$ cat src/rtl/nand_rd_pkg.sv
`timescale 1ns/1ps
package nand_rd_pkg;

  typedef enum logic [2:0] {
    ST_IDLE,
    ST_RDY1,
    ST_WLO,
    ST_WHI,
    ST_GAP,
    ST_TWB,
    ST_RDY2,
    ST_DONE
  } seq_st_e;

  localparam logic [7:0] OP_READ    = 8'h00;
  localparam logic [7:0] OP_CONFIRM = 8'h30;
  localparam int         ROW_BITS   = 20;

  // Column actually sent: spare offset first, then word addressing.
  function automatic logic [15:0] col_calc(input logic [15:0] col,
                                           input logic        spare,
                                           input logic [15:0] page_bytes,
                                           input logic        bus16);
    logic [15:0] c;
    c = col + (spare ? page_bytes : 16'd0);
    return bus16 ? {1'b0, c[15:1]} : c;
  endfunction

  // Row address by multiplication (any pages-per-block value).
  function automatic logic [ROW_BITS-1:0] row_mul(input logic [31:0] blk,
                                                  input logic [31:0] page,
                                                  input logic [31:0] ppb);
    logic [31:0] r;
    r = blk * ppb + page;
    return r[ROW_BITS-1:0];
  endfunction

  // Row address by shift (power-of-two pages-per-block).
  function automatic logic [ROW_BITS-1:0] row_shl(input logic [31:0] blk,
                                                  input logic [31:0] page,
                                                  input int          sh);
    logic [31:0] r;
    r = (blk << sh) + page;
    return r[ROW_BITS-1:0];
  endfunction

endpackage

$ cat src/rtl/nand_rd_addr.sv
`timescale 1ns/1ps
module nand_rd_addr
  import nand_rd_pkg::*;
#(
  parameter int BLK_W         = 14,
  parameter int PAGE_W        = 6,
  parameter int COL_W         = 12,
  parameter int PAGE_BYTES    = 2048,
  parameter int PAGES_PER_BLK = 64
) (
  input  logic              clk,
  input  logic              rst_n,
  input  logic              load,
  input  logic [BLK_W-1:0]  blk_i,
  input  logic [PAGE_W-1:0] page_i,
  input  logic [COL_W-1:0]  col_i,
  input  logic              spare_i,
  input  logic              bus16_i,
  input  logic              five_i,
  input  logic [2:0]        idx_i,
  input  logic              conf_i,
  output logic [7:0]        byte_o,
  output logic [2:0]        last_idx_o
);
  localparam bool_pow2 = ((PAGES_PER_BLK & (PAGES_PER_BLK - 1)) == 0);
  localparam int  PPB_SH = $clog2(PAGES_PER_BLK);

  logic [ROW_BITS-1:0] row_n;
  logic [ROW_BITS-1:0] row_q;
  logic [15:0]         col_q;
  logic                five_q;

  generate
    if (bool_pow2) begin : g_row_shift
      assign row_n = row_shl(32'(blk_i), 32'(page_i), PPB_SH);
    end else begin : g_row_mult
      assign row_n = row_mul(32'(blk_i), 32'(page_i), 32'(PAGES_PER_BLK));
    end
  endgenerate

  always_ff @(posedge clk or negedge rst_n) begin
    if (!rst_n) begin
      col_q  <= '0;
      row_q  <= '0;
      five_q <= 1'b0;
    end else if (load) begin
      col_q  <= col_calc(16'(col_i), spare_i, 16'(PAGE_BYTES), bus16_i);
      row_q  <= row_n;
      five_q <= five_i;
    end
  end

  assign last_idx_o = five_q ? 3'd5 : 3'd4;

  always_comb begin
    if (conf_i) begin
      byte_o = OP_CONFIRM;
    end else begin
      case (idx_i)
        3'd0:    byte_o = OP_READ;
        3'd1:    byte_o = col_q[7:0];
        3'd2:    byte_o = col_q[15:8];
        3'd3:    byte_o = row_q[7:0];
        3'd4:    byte_o = row_q[15:8];
        default: byte_o = {4'h0, row_q[19:16]};
      endcase
    end
  end

endmodule

$ cat src/rtl/nand_rd_fsm.sv
`timescale 1ns/1ps
module nand_rd_fsm
  import nand_rd_pkg::*;
#(
  parameter int TW = 4
) (
  input  logic          clk,
  input  logic          rst_n,
  input  logic          req,
  input  logic [TW-1:0] cfg_lo,
  input  logic [TW-1:0] cfg_hi,
  input  logic [TW-1:0] cfg_twb,
  input  logic          rb_n,
  input  logic [2:0]    last_idx,
  output seq_st_e       st,
  output logic [2:0]    idx,
  output logic          conf,
  output logic          load
);
  localparam logic [TW-1:0] ONE = TW'(1);

  function automatic logic [TW-1:0] at_least_one(input logic [TW-1:0] v);
    return (v == '0) ? ONE : v;
  endfunction

  logic [TW-1:0] lo_q, hi_q, twb_q, cnt;

  assign load = (st == ST_IDLE) && req;

  always_ff @(posedge clk or negedge rst_n) begin
    if (!rst_n) begin
      st    <= ST_IDLE;
      idx   <= '0;
      conf  <= 1'b0;
      cnt   <= '0;
      lo_q  <= ONE;
      hi_q  <= ONE;
      twb_q <= ONE;
    end else begin
      case (st)
        ST_IDLE: if (req) begin
          st    <= ST_RDY1;
          lo_q  <= at_least_one(cfg_lo);
          hi_q  <= at_least_one(cfg_hi);
          twb_q <= at_least_one(cfg_twb);
        end
        ST_RDY1: if (rb_n) begin
          st   <= ST_WLO;
          idx  <= '0;
          conf <= 1'b0;
          cnt  <= lo_q - ONE;
        end
        ST_WLO: begin
          if (cnt == '0) begin
            st  <= ST_WHI;
            cnt <= hi_q - ONE;
          end else begin
            cnt <= cnt - ONE;
          end
        end
        ST_WHI: begin
          if (cnt != '0) begin
            cnt <= cnt - ONE;
          end else if (conf) begin
            st  <= ST_TWB;
            cnt <= twb_q - ONE;
          end else if (idx == last_idx) begin
            st <= ST_GAP;
          end else begin
            idx <= idx + 3'd1;
            st  <= ST_WLO;
            cnt <= lo_q - ONE;
          end
        end
        ST_GAP: begin
          st   <= ST_WLO;
          conf <= 1'b1;
          cnt  <= lo_q - ONE;
        end
        ST_TWB: begin
          if (cnt == '0) st <= ST_RDY2;
          else           cnt <= cnt - ONE;
        end
        ST_RDY2: if (rb_n) st <= ST_DONE;
        ST_DONE: st <= ST_IDLE;
        default: st <= ST_IDLE;
      endcase
    end
  end

endmodule

$ cat src/rtl/nand_rd_seq.sv
`timescale 1ns/1ps
module nand_rd_seq
  import nand_rd_pkg::*;
#(
  parameter int BLK_W         = 14,
  parameter int PAGE_W        = 6,
  parameter int COL_W         = 12,
  parameter int PAGE_BYTES    = 2048,
  parameter int PAGES_PER_BLK = 64,
  parameter int TW            = 4
) (
  input  logic              clk,
  input  logic              rst_n,
  input  logic              rd_req,
  input  logic [BLK_W-1:0]  rd_blk,
  input  logic [PAGE_W-1:0] rd_page,
  input  logic [COL_W-1:0]  rd_col,
  input  logic              rd_spare,
  input  logic              cfg_bus16,
  input  logic              cfg_five_cyc,
  input  logic [TW-1:0]     cfg_we_lo,
  input  logic [TW-1:0]     cfg_we_hi,
  input  logic [TW-1:0]     cfg_twb,
  input  logic              nand_rb_n,
  output logic              nand_ce_n,
  output logic              nand_cle,
  output logic              nand_ale,
  output logic              nand_we_n,
  output logic [7:0]        nand_dq_out,
  output logic              nand_dq_oe,
  output logic              seq_busy,
  output logic              seq_done
);
  seq_st_e    st;
  logic [2:0] idx;
  logic       conf;
  logic       load;
  logic [2:0] last_idx;
  logic [7:0] byte_val;

  // Named internal events
  logic byte_phase;
  logic cmd_byte;

  nand_rd_fsm #(.TW(TW)) u_fsm (
    .clk      (clk),
    .rst_n    (rst_n),
    .req      (rd_req),
    .cfg_lo   (cfg_we_lo),
    .cfg_hi   (cfg_we_hi),
    .cfg_twb  (cfg_twb),
    .rb_n     (nand_rb_n),
    .last_idx (last_idx),
    .st       (st),
    .idx      (idx),
    .conf     (conf),
    .load     (load)
  );

  nand_rd_addr #(
    .BLK_W         (BLK_W),
    .PAGE_W        (PAGE_W),
    .COL_W         (COL_W),
    .PAGE_BYTES    (PAGE_BYTES),
    .PAGES_PER_BLK (PAGES_PER_BLK)
  ) u_addr (
    .clk        (clk),
    .rst_n      (rst_n),
    .load       (load),
    .blk_i      (rd_blk),
    .page_i     (rd_page),
    .col_i      (rd_col),
    .spare_i    (rd_spare),
    .bus16_i    (cfg_bus16),
    .five_i     (cfg_five_cyc),
    .idx_i      (idx),
    .conf_i     (conf),
    .byte_o     (byte_val),
    .last_idx_o (last_idx)
  );

  assign byte_phase  = (st == ST_WLO) || (st == ST_WHI);
  assign cmd_byte    = conf || (idx == 3'd0);

  assign nand_we_n   = (st != ST_WLO);
  assign nand_cle    = byte_phase && cmd_byte;
  assign nand_ale    = byte_phase && !cmd_byte;
  assign nand_ce_n   = (st == ST_IDLE) || (st == ST_DONE);
  assign nand_dq_oe  = byte_phase;
  assign nand_dq_out = byte_phase ? byte_val : 8'h00;
  assign seq_busy    = (st != ST_IDLE);
  assign seq_done    = (st == ST_DONE);

endmodule

$ cat config.mk
export PLATFORM = sky130hd
export DESIGN_NAME = nand_rd_seq
export DESIGN_NICKNAME = d
export VERILOG_FILES = /design/src/rtl/nand_rd_pkg.sv /design/src/rtl/nand_rd_addr.sv /design/src/rtl/nand_rd_fsm.sv /design/src/rtl/nand_rd_seq.sv
export SDC_FILE = /design/constraint.sdc
export NUM_CORES = 1
export LEC_CHECK = 0
export BUFFER_PORTS_ARGS = -buffer_cell sky130_fd_sc_hd__buf_2
export CAP_MARGIN = 20
export CORE_ASPECT_RATIO = 0.9
export CORE_UTILIZATION = 57
export CTS_CLUSTER_DIAMETER = 80
export CTS_CLUSTER_SIZE = 16
export DETAILED_ROUTE_END_ITERATION = 12
export GPL_TIMING_DRIVEN = 0
export PLACE_DENSITY = 0.87
export SYNTH_ARGS = -nofsm -noshare
export SYNTH_HDL_FRONTEND = slang
export SYNTH_HIERARCHICAL = 1
export SYNTH_SLANG_ARGS = --single-unit
$ cat constraint.sdc
create_clock -name clk -period 3.7 [get_ports clk]
set_input_delay 0.74 -clock clk [delete_from_list [all_inputs] [get_ports clk]]
set_output_delay 0.74 -clock clk [all_outputs]
set_load 0.05 [all_outputs]
==> results by stage, run 1 <==
Yosys:
- Summing the sequential cell areas from Yosys gives a little over two fifths of the chip area.
- The net count after synthesis is 397.
- The synthesized design contains 0 enable-type register cells.
- Among all flip-flop cells after synthesis, the most frequent one is sky130_fd_sc_hd__dfrtp_1.
- In this run, synthesis produced a sequential element count of 57.
- Yosys attributes the largest share of cell area to sky130_fd_sc_hd__dfrtp_1, sky130_fd_sc_hd__mux2_2, sky130_fd_sc_hd__mux2i_1, sky130_fd_sc_hd__a21oi_1, sky130_fd_sc_hd__nor2_1.
- A synthesized cell averages 10.1 um^2.
- Summed over all instances, the cell type with the most area after synthesis is sky130_fd_sc_hd__dfrtp_1.
- The cell area after synthesis is 3420 um^2.
- In the post-synthesis netlist, the cell with the most instances is sky130_fd_sc_hd__dfrtp_1.
- Yosys printed 6 warnings.
- Of all flip-flops after synthesis, the portion carrying an async set or reset was 100%.
- The proportion of netlist area held by the largest area contributor is between 30% and 40%.
- The cell count after synthesis is 339.
- Sorting the synthesized cells by how often they occur yields sky130_fd_sc_hd__dfrtp_1, sky130_fd_sc_hd__mux2_2, sky130_fd_sc_hd__a21oi_1.
- The number of distinct standard cells referenced by the synthesized netlist is 55.

Routing:
- After detailed routing, the average wire length per cell comes to ~17 um.
- The average vias per placed instance is around 6.1.
- The residual antenna-violating net count after detailed routing is 0.
- The detailed-router iteration count before antenna repair is 5.
- The via count is 2978.
- In the routed design, unresolved DRC markers number 0.
- The sum of routed wire length over all layers is 8370 um.
- For this block, the initial DRC count from the detailed router was 399.

Die:
- The core region is 5730 um^2.
- The floorplan step defined a die boundary enclosing ~6300 um^2.
- The count of standard-cell rows is 26.
- 66 I/O pins were placed.
- The overall die width is 83.6 um.
- The initial utilization of the core area, before any placement, comes to 59.7%.
- The height of the die is ~75 um.

Pwr:
- Combinational logic is responsible for ~54% of the overall power.
- The power per cell area is 927 nW/um^2.
- The leakage power summed over all cells is 1.88 nW.
- The proportion of power drawn by the clock network is 13.8%.
- Cell internal power was estimated by the tool at between 2 and 2.5 mW.
- Sequential cells account for 32.2% of the total power.
- The power dissipated by switching net loads is 1.69 mW.
- The maximum VDD drop is around 0.59 mV.
- The share of total power consumed by net switching is 45.5%.

Cells and area:
- Compared with the post-synthesis result, the final layout area differs by 17.6%.
- The sequential cells in the finished layout cover a total of 1430 um^2.
- The final-stage net count is 473.
- The layout has 419 filler cells.
- The number of diodes added for antenna fixing is 0.
- The multi-input combinational cells in the finished layout cover a total of 1790 um^2.
- In the final layout, the share of cells above drive strength 1 is 36.0%.
- With fillers left out, the area of the finished cells amounts to 4020 um^2.

Clock tree:
- Counting every sink on the clock net gives 57.
- The longest clock path from root to sink contains 2 buffers.
- The clock network latency to the later pin of the worst-skew pair is roughly 0.33 ns.
- The hold buffer count at cts is 0.
- The master cell of the clock root buffer is sky130_fd_sc_hd__clkbuf_8.
- The CTS tree is built.
- The number of buffers created by CTS is 9.
- The number of setup buffers added after CTS is 0.
- The number of levels the H-tree was split into is 3.
- Once the clock tree was built, the resizer swapped 0 gates to a different size.
- After clock tree synthesis, the clock-pin slew on the worst setup and hold paths is ~0.070 ns.

Critical path:
- The critical path is of the reg -> out type.
- The startpoint of the worst setup timing path is u_fsm/idx[2].
- The critical path endpoint is nand_dq_out[1].
- Data on the critical path is required at its endpoint by 2.96 ns.
- For the worst setup path, the data arrival time is 2.17 ns.
- The worst register-to-register path begins at u_fsm/st[2].
- STA classifies the critical path startpoint as a register.
- The number of cells on the worst reg-to-reg path is 8.
- The worst register-to-register path ends at u_addr/row_q[2].
- The setup slack on the worst flop-to-flop path is 0.98 ns.
- The endpoint class of the critical path is a primary output.
- The maximum fanout along the worst path is 10.

STA:
- The smallest clock period supported by the final layout is computed as about 2.9 ns.
- The final count of hold timing violations is 0.
- The post-route clock period utilization is 78.6%.
- The number of endpoints failing setup at the final stage is 0.
- The summed negative setup slack over all endpoints is 0 ns.
- The max-slew violation total from the final report came to 0.
- The worst clock skew is 0.00680 ns.
- Based on the critical path, the design can be clocked at up to about 340 MHz.
- Setup repair after global routing left no endpoint under its margin.

Global route:
- The global route total overflow is 0.
- Global routing used 27.1% of the available tracks across all layers.
- The wire length of the first global-routing pass is 13300 um.
- Entering global routing, the biggest net connects 41 pins.
- The initial antenna violation count is 0.
- The via count of the first global-routing pass is approximately 2800.

Place:
- In this run the cell area measured after placement is between 3000 and 4000 um^2.
- The routability-driven placement congestion ratio is approximately 0.9.
- Buffers placed on the I/O ports in this run total 64.
- Detailed placement finished with a half-perimeter wire length of just over 6000 um.

Hold path:
- The class of the most critical hold timing path is in -> async.

Run:
- The number of max-capacitance violations reported is 0.

Status:
- The run finished with clean final reports.
layer usage:
metal  wire (um)  up-vias  track usage (%)
li1            -     1357                -
met1        3560     1415             34.4
met2        3960      166             45.5
met3         587       40             4.88
met4         266        0             14.1
met5           0        -                0
cells by family (layout without fill, tap and decap cells):
family	after synthesis	after routing	synth area share, %
and+or+nand+nor	93	93	15.6
AOI/OAI and AO/OA	80	80	15.4
DFF	57	57	41.9
muxes	48	48	15.3
buffers and inverters	39	120	5.82
xor gates and xnor gates	13	13	3.33
adders and majority gates	7	7	2.56
other	2	2	0.220
worst min path at each step:
| stage | startpoint | end | slack [ns] | depth (start not counted) |
|---|---|---|---|---|
| CTS | rst_n | u_fsm/cnt[2] | 0.35 | 1 |
| detailed placement | u_addr/row_q[1] | u_addr/row_q[1] | 0.49 | 1 |
| finish | rst_n | u_addr/row_q[12] | 0.34 | 1 |
| global route | rst_n | u_fsm/cnt[2] | 0.38 | 1 |
| global placement | u_addr/row_q[4] | u_addr/row_q[4] | 0.49 | 1 |
| floorplan | rst_n | u_addr/col_q[0] | 0.44 | 0 |
cell usage in the layout (no fill, tap or decap), types with 4 or more instances in the layout:
master,instances
sky130_fd_sc_hd__a21oi_1,29
sky130_fd_sc_hd__buf_4,4
sky130_fd_sc_hd__nor2b_1,4
sky130_fd_sc_hd__xor2_1,5
sky130_fd_sc_hd__a221oi_1,4
sky130_fd_sc_hd__and2_2,8
sky130_fd_sc_hd__clkbuf_8,10
sky130_fd_sc_hd__o21ai_0,18
sky130_fd_sc_hd__xnor2_1,8
sky130_fd_sc_hd__nor2_1,26
sky130_fd_sc_hd__dfrtp_1,54
sky130_fd_sc_hd__nand2_1,12
sky130_fd_sc_hd__buf_2,76
sky130_fd_sc_hd__inv_1,15
sky130_fd_sc_hd__mux2i_1,15
sky130_fd_sc_hd__nand3_1,4
sky130_fd_sc_hd__ha_1,7
sky130_fd_sc_hd__clkbuf_1,4
sky130_fd_sc_hd__mux2_2,33
sky130_fd_sc_hd__nor3_1,10
sky130_fd_sc_hd__nand3b_1,4
sky130_fd_sc_hd__a211oi_1,5
sky130_fd_sc_hd__nand2b_1,7
power by group through the flow:
| stage | Combinational [mW] | Clock (mW) | Sequential (mW) |
|---|---|---|---|
| finish | 2.01 | 0.513 | 1.20 |
| floorplan | 1.58 | 0 | 1.11 |
| global route | 2.17 | 0.547 | 1.23 |
| CTS | 1.99 | 0.515 | 1.19 |
| detailed placement | 1.97 | 0 | 1.20 |
| global placement | 1.90 | 0 | 1.17 |
state kept, by name (all words and copies together), names as in the netlist:
name / flops
u_fsm/twb_q: 4
u_fsm/conf: 1
u_fsm/idx: 3
u_addr/five_q: 1
u_addr/row_q: 20
u_fsm/lo_q: 4
u_fsm/st: 3
u_addr/col_q: 13
u_fsm/cnt: 4
u_fsm/hi_q: 4
cell type report:
class | instances | area share (%)
clock buffers | 11 | 3.52
well taps | 70 | 2.18
multi-input cells | 243 | 44.5
plain buffers | 24 | 3.55
repair buffers | 65 | 8.47
inverters | 15 | 1.40
flip-flops and latches | 57 | 35.6
clock inverters | 5 | 0.779
worst max-delay path, stage by stage, from the launching register on:
cell and delay, ns:
sky130_fd_sc_hd__dfrtp_1 0.43, sky130_fd_sc_hd__buf_4 0.20, sky130_fd_sc_hd__buf_2 0.22, sky130_fd_sc_hd__a21oi_1 0.06, sky130_fd_sc_hd__a2bb2oi_1 0.15, sky130_fd_sc_hd__a2111oi_2 0.31
sky130_fd_sc_hd__and2_2 0.21, sky130_fd_sc_hd__buf_2 0.25
metrics by stage:
stage | power, mW | hold slack (ns) | setup slack (ns) | util [%] | instances
final | 3.72 | 0.339 | 0.791 | 70.2 | 490
after global routing | 3.94 | 0.378 | 0.685 | 70.2 | 490
after CTS | 3.69 | 0.348 | 0.830 | 70.2 | 490
after detailed placement | 3.17 | 0.494 | 1.00 | 67.2 | 474
after global placement | 3.06 | 0.487 | 1.06 | 66.8 | 473
after floorplan | 2.69 | 0.444 | 1.20 | - | 339
Note: power is estimated with default switching activity, not from simulation.
==> inputs of run 2 (changes only) <==
CORE_UTILIZATION = 50   (was 57)
PLACE_DENSITY = 0.81   (was 0.87)
clock period = 2.3 ns   (was 3.7 ns; I/O delays follow)
==> run 2 against run 1 <==
  * The flow now finishes with violations (setup timing)
  * Sequential cell count unchanged
  * Register-to-register slack got worse by 0.91 ns
  * Critical path depth is the same
  * Worst setup slack got worse by 0.88 ns
  * First-iteration DRC count is 40% lower
  * Hold slack worse by 0.29 ns
==> results by stage, run 2 (synthesis results as in run 1) <==
Status:
- The flow ran to the end, but the final reports show violations.
- The final reports fail on setup timing.

Die:
- The die is roughly 89 um wide.
- The floorplan step set the die height to 80.4 um.
- The initial utilization of the core area, before any placement, comes to 51.9%.
- The count of boundary I/O pins is 66.
- The floorplan has 28 rows.
- The die covers 7170 um^2.
- The total area inside the core boundary comes to 6590 um^2.

Clock tree:
- After clock tree synthesis, the flow added hold-fix buffers numbering 0.
- Counting the buffers created by CTS gives 9.
- After clock tree synthesis, the clock-pin slew on the worst setup and hold paths is 0.07 ns.
- The clock network latency to the later pin of the worst-skew pair is ~0.33 ns.
- The master cell of the clock root buffer is sky130_fd_sc_hd__clkbuf_8.
- The clock net in this run drives a total of between 50 and 60 sinks.
- The CTS tree is built.
- The number of levels the H-tree was split into is 3.
- No sink is reached through more buffers than the 2 on the longest clock path.

Routing:
- In this run the remaining antenna-violating nets after routing total 0.
- The average vias per placed instance is 5.79.
- The via count is 2988.
- The detailed router finished its first iteration with 238 violations.
- The sum of routed wire length over all layers is 8660 um.
- Before antenna repair, the detailed router went through 6 iterations.
- For this run, design rule violations remaining after detail routing come to 0.
- In the final routed layout, each cell accounts on average for roughly 17 um.

Pwr:
- The leakage power summed over all cells is 1.99 nW.
- Net switching is between 40% and 50% of the power.
- The sequential share of power is 28.2%.
- The power dissipated by switching net loads is about 2.9 mW.
- The combinational fraction of design power is 57.5%.
- The overall power consumption is around 6.8 mW.
- For this design the ratio of total power to cell area is around 1600 nW/um^2.
- In this run, the clock network consumes between 10% and 20% of the power.
- Across the VDD grid, the largest voltage drop is 0.649 mV.
- The cell-internal power is 3.88 mW.

Critical path:
- The worst setup path is launched from a register.
- Of all nets on the critical path, the largest fanout is 10.
- Data on the critical path is required at its endpoint by 1.84 ns.
- The number of cells on the worst reg-to-reg path is 7.
- The setup path with the least slack is of type reg -> out.
- The family with the most delay on the worst path is buffers and inverters.
- The longest individual stage delay on the worst path is 0.40 ns.
- On the critical path, the stage with the largest delay is an instance of sky130_fd_sc_hd__dfrtp_1.
- The worst setup path is captured at a primary output.
- The logic depth of the worst setup path including buffers is 7.
- The number of buffers and inverters on the critical path is 4.
- The cell that appears most often on the critical path is sky130_fd_sc_hd__buf_6.
- Walking the worst path, the cells encountered are buf_6 > buf_6 > nor3b_4 > buf_4 > a221o_1 > and2_4 > buf_8.
- For the worst setup path, the data arrival time is 1.93 ns.

Cells and area:
- The register with the most flip-flops is u_addr/row_q.
- Of the cells placed in the final design, the portion with a size suffix greater than 1 is roughly two fifths.
- In the final layout, the registers with the most flip-flops are u_addr/row_q x20, u_addr/col_q x13.
- The final standard cell count with taps included and fillers excluded is roughly 520.
- The final-stage net count is 479.
- The register with the most flip-flops in the layout has 20 of them.
- The library cell used most frequently in the layout, excluding fill and tap cells, is sky130_fd_sc_hd__buf_2.
- The repair_antennas step left the layout with diodes totalling 0.
- The relative area change from synthesis to final layout is 27.1%.
- In the layout the commonest cells are sky130_fd_sc_hd__buf_2, sky130_fd_sc_hd__dfrtp_1, sky130_fd_sc_hd__mux2_2, sky130_fd_sc_hd__a21oi_1, sky130_fd_sc_hd__nor2_1.
- The area of all placed cells without fillers is 4340 um^2.

Place:
- The number of I/O port buffers is 64.
- The cell area after placement is just under 4000 um^2.
- The worst-case setup slack after placement is -0.409 ns.
- At the end of routability-driven placement, the weighted congestion stood at 0.860.
- In this run, placement finished with an instance count of 494.
- The sum of net half-perimeters after detailed placement is ~5900 um.

Global route:
- The via count of the first global-routing pass is roughly 2800.
- The wire length of the first global-routing pass is 13500 um.
- Entering global routing, the biggest net connects 43 pins.
- Summed over all layers, the global routing overflow is 0.
- The global router's overall resource usage is 25.4%.
- The initial antenna violation count is 0.

STA:
- The max-slew violation total from the final report was 0.
- The final count of hold timing violations came to 0.
- The summed negative setup slack over all endpoints is -0.398 ns.
- Setup violations remaining at the end of the flow were counted as 8.
- Setup repair after global routing could not meet its margin everywhere.
- The slew of the pin with the lowest slew margin is 0.538 ns.
- The highest clock rate is between 400 and 500 MHz.
- The worst clock skew is 0.00372 ns.
- The time the worst path needs with I/O delays and setup is about 2.4 ns.
- Setup slack on the critical path of the routed design comes to -0.0914 ns.
- The post-route clock period utilization is 104%.
- In this run the tightest slew margin relative to its limit is 64.1%.

Hold path:
- The class of the most critical hold timing path is in -> async.

Run:
- Across the run, the number of max-cap violations was 0.
==> run 2: cell type report <==
cell class | instances | area (um^2)
timing repair buffer | 72 | 478
inverter | 15 | 56.3
tap | 90 | 113
clock inverter | 4 | 51.3
clock buffer | 12 | 155
multi-input combinational | 243 | 1880
fill | 524 | 2240
sequential | 57 | 1440
buffer | 23 | 175
==> run 2: timing repair <==
item / 4_1_cts / 5_1_grt
resized for setup: 47 / 21
buffers inserted: 4 / 2
pin swaps: 6 / 8
cloned: 1 / 0
setup endpoints to repair: 42 / 24
==> run 2: routing by layer <==
layer	global-route usage, %	up-vias	share of wire (%)	routed length, um
met2	37.8	114	48	4130
met1	36.1	1483	45	3880
li1	-	1370	-	-
met4	9.05	0	2.2	189
met3	5.65	21	5.3	463
met5	0	-	0	0
==> run 2: power by group through the flow <==
stage	Clock, mW	Combinational, mW	Sequential [mW]
CTS	0.982	3.68	1.87
global placement	0	3.07	1.87
global route	1.04	4.18	1.95
finish	0.969	3.88	1.90
detailed placement	0	3.15	1.90
floorplan	0	2.55	1.78
==> run 2: through the flow <==
step	utilization, %	hold WS, ns
after floorplan	-	0.164
after global placement	58.5	0.485
after detailed placement	58.8	0.414
after CTS	64.6	0.0533
after global routing	66.0	0.0705
final	66.0	0.0504
==> run 2: path summary, 6_finish.rpt <==
kind / start / to / slack (ns)
setup / recovery: u_fsm/idx[2] / nand_dq_out[5] / -0.09
hold / removal: rst_n / u_fsm/hi_q[2] / 0.05
min in group clk: rd_blk[0] / u_addr/row_q[6] / 0.36
hold reg to reg: u_fsm/cnt[1] / u_fsm/cnt[1] / 0.51
max in group asynchronous: rst_n / u_fsm/hi_q[0] / 1.64
setup reg to reg: u_fsm/st[1] / u_addr/row_q[3] / 0.07
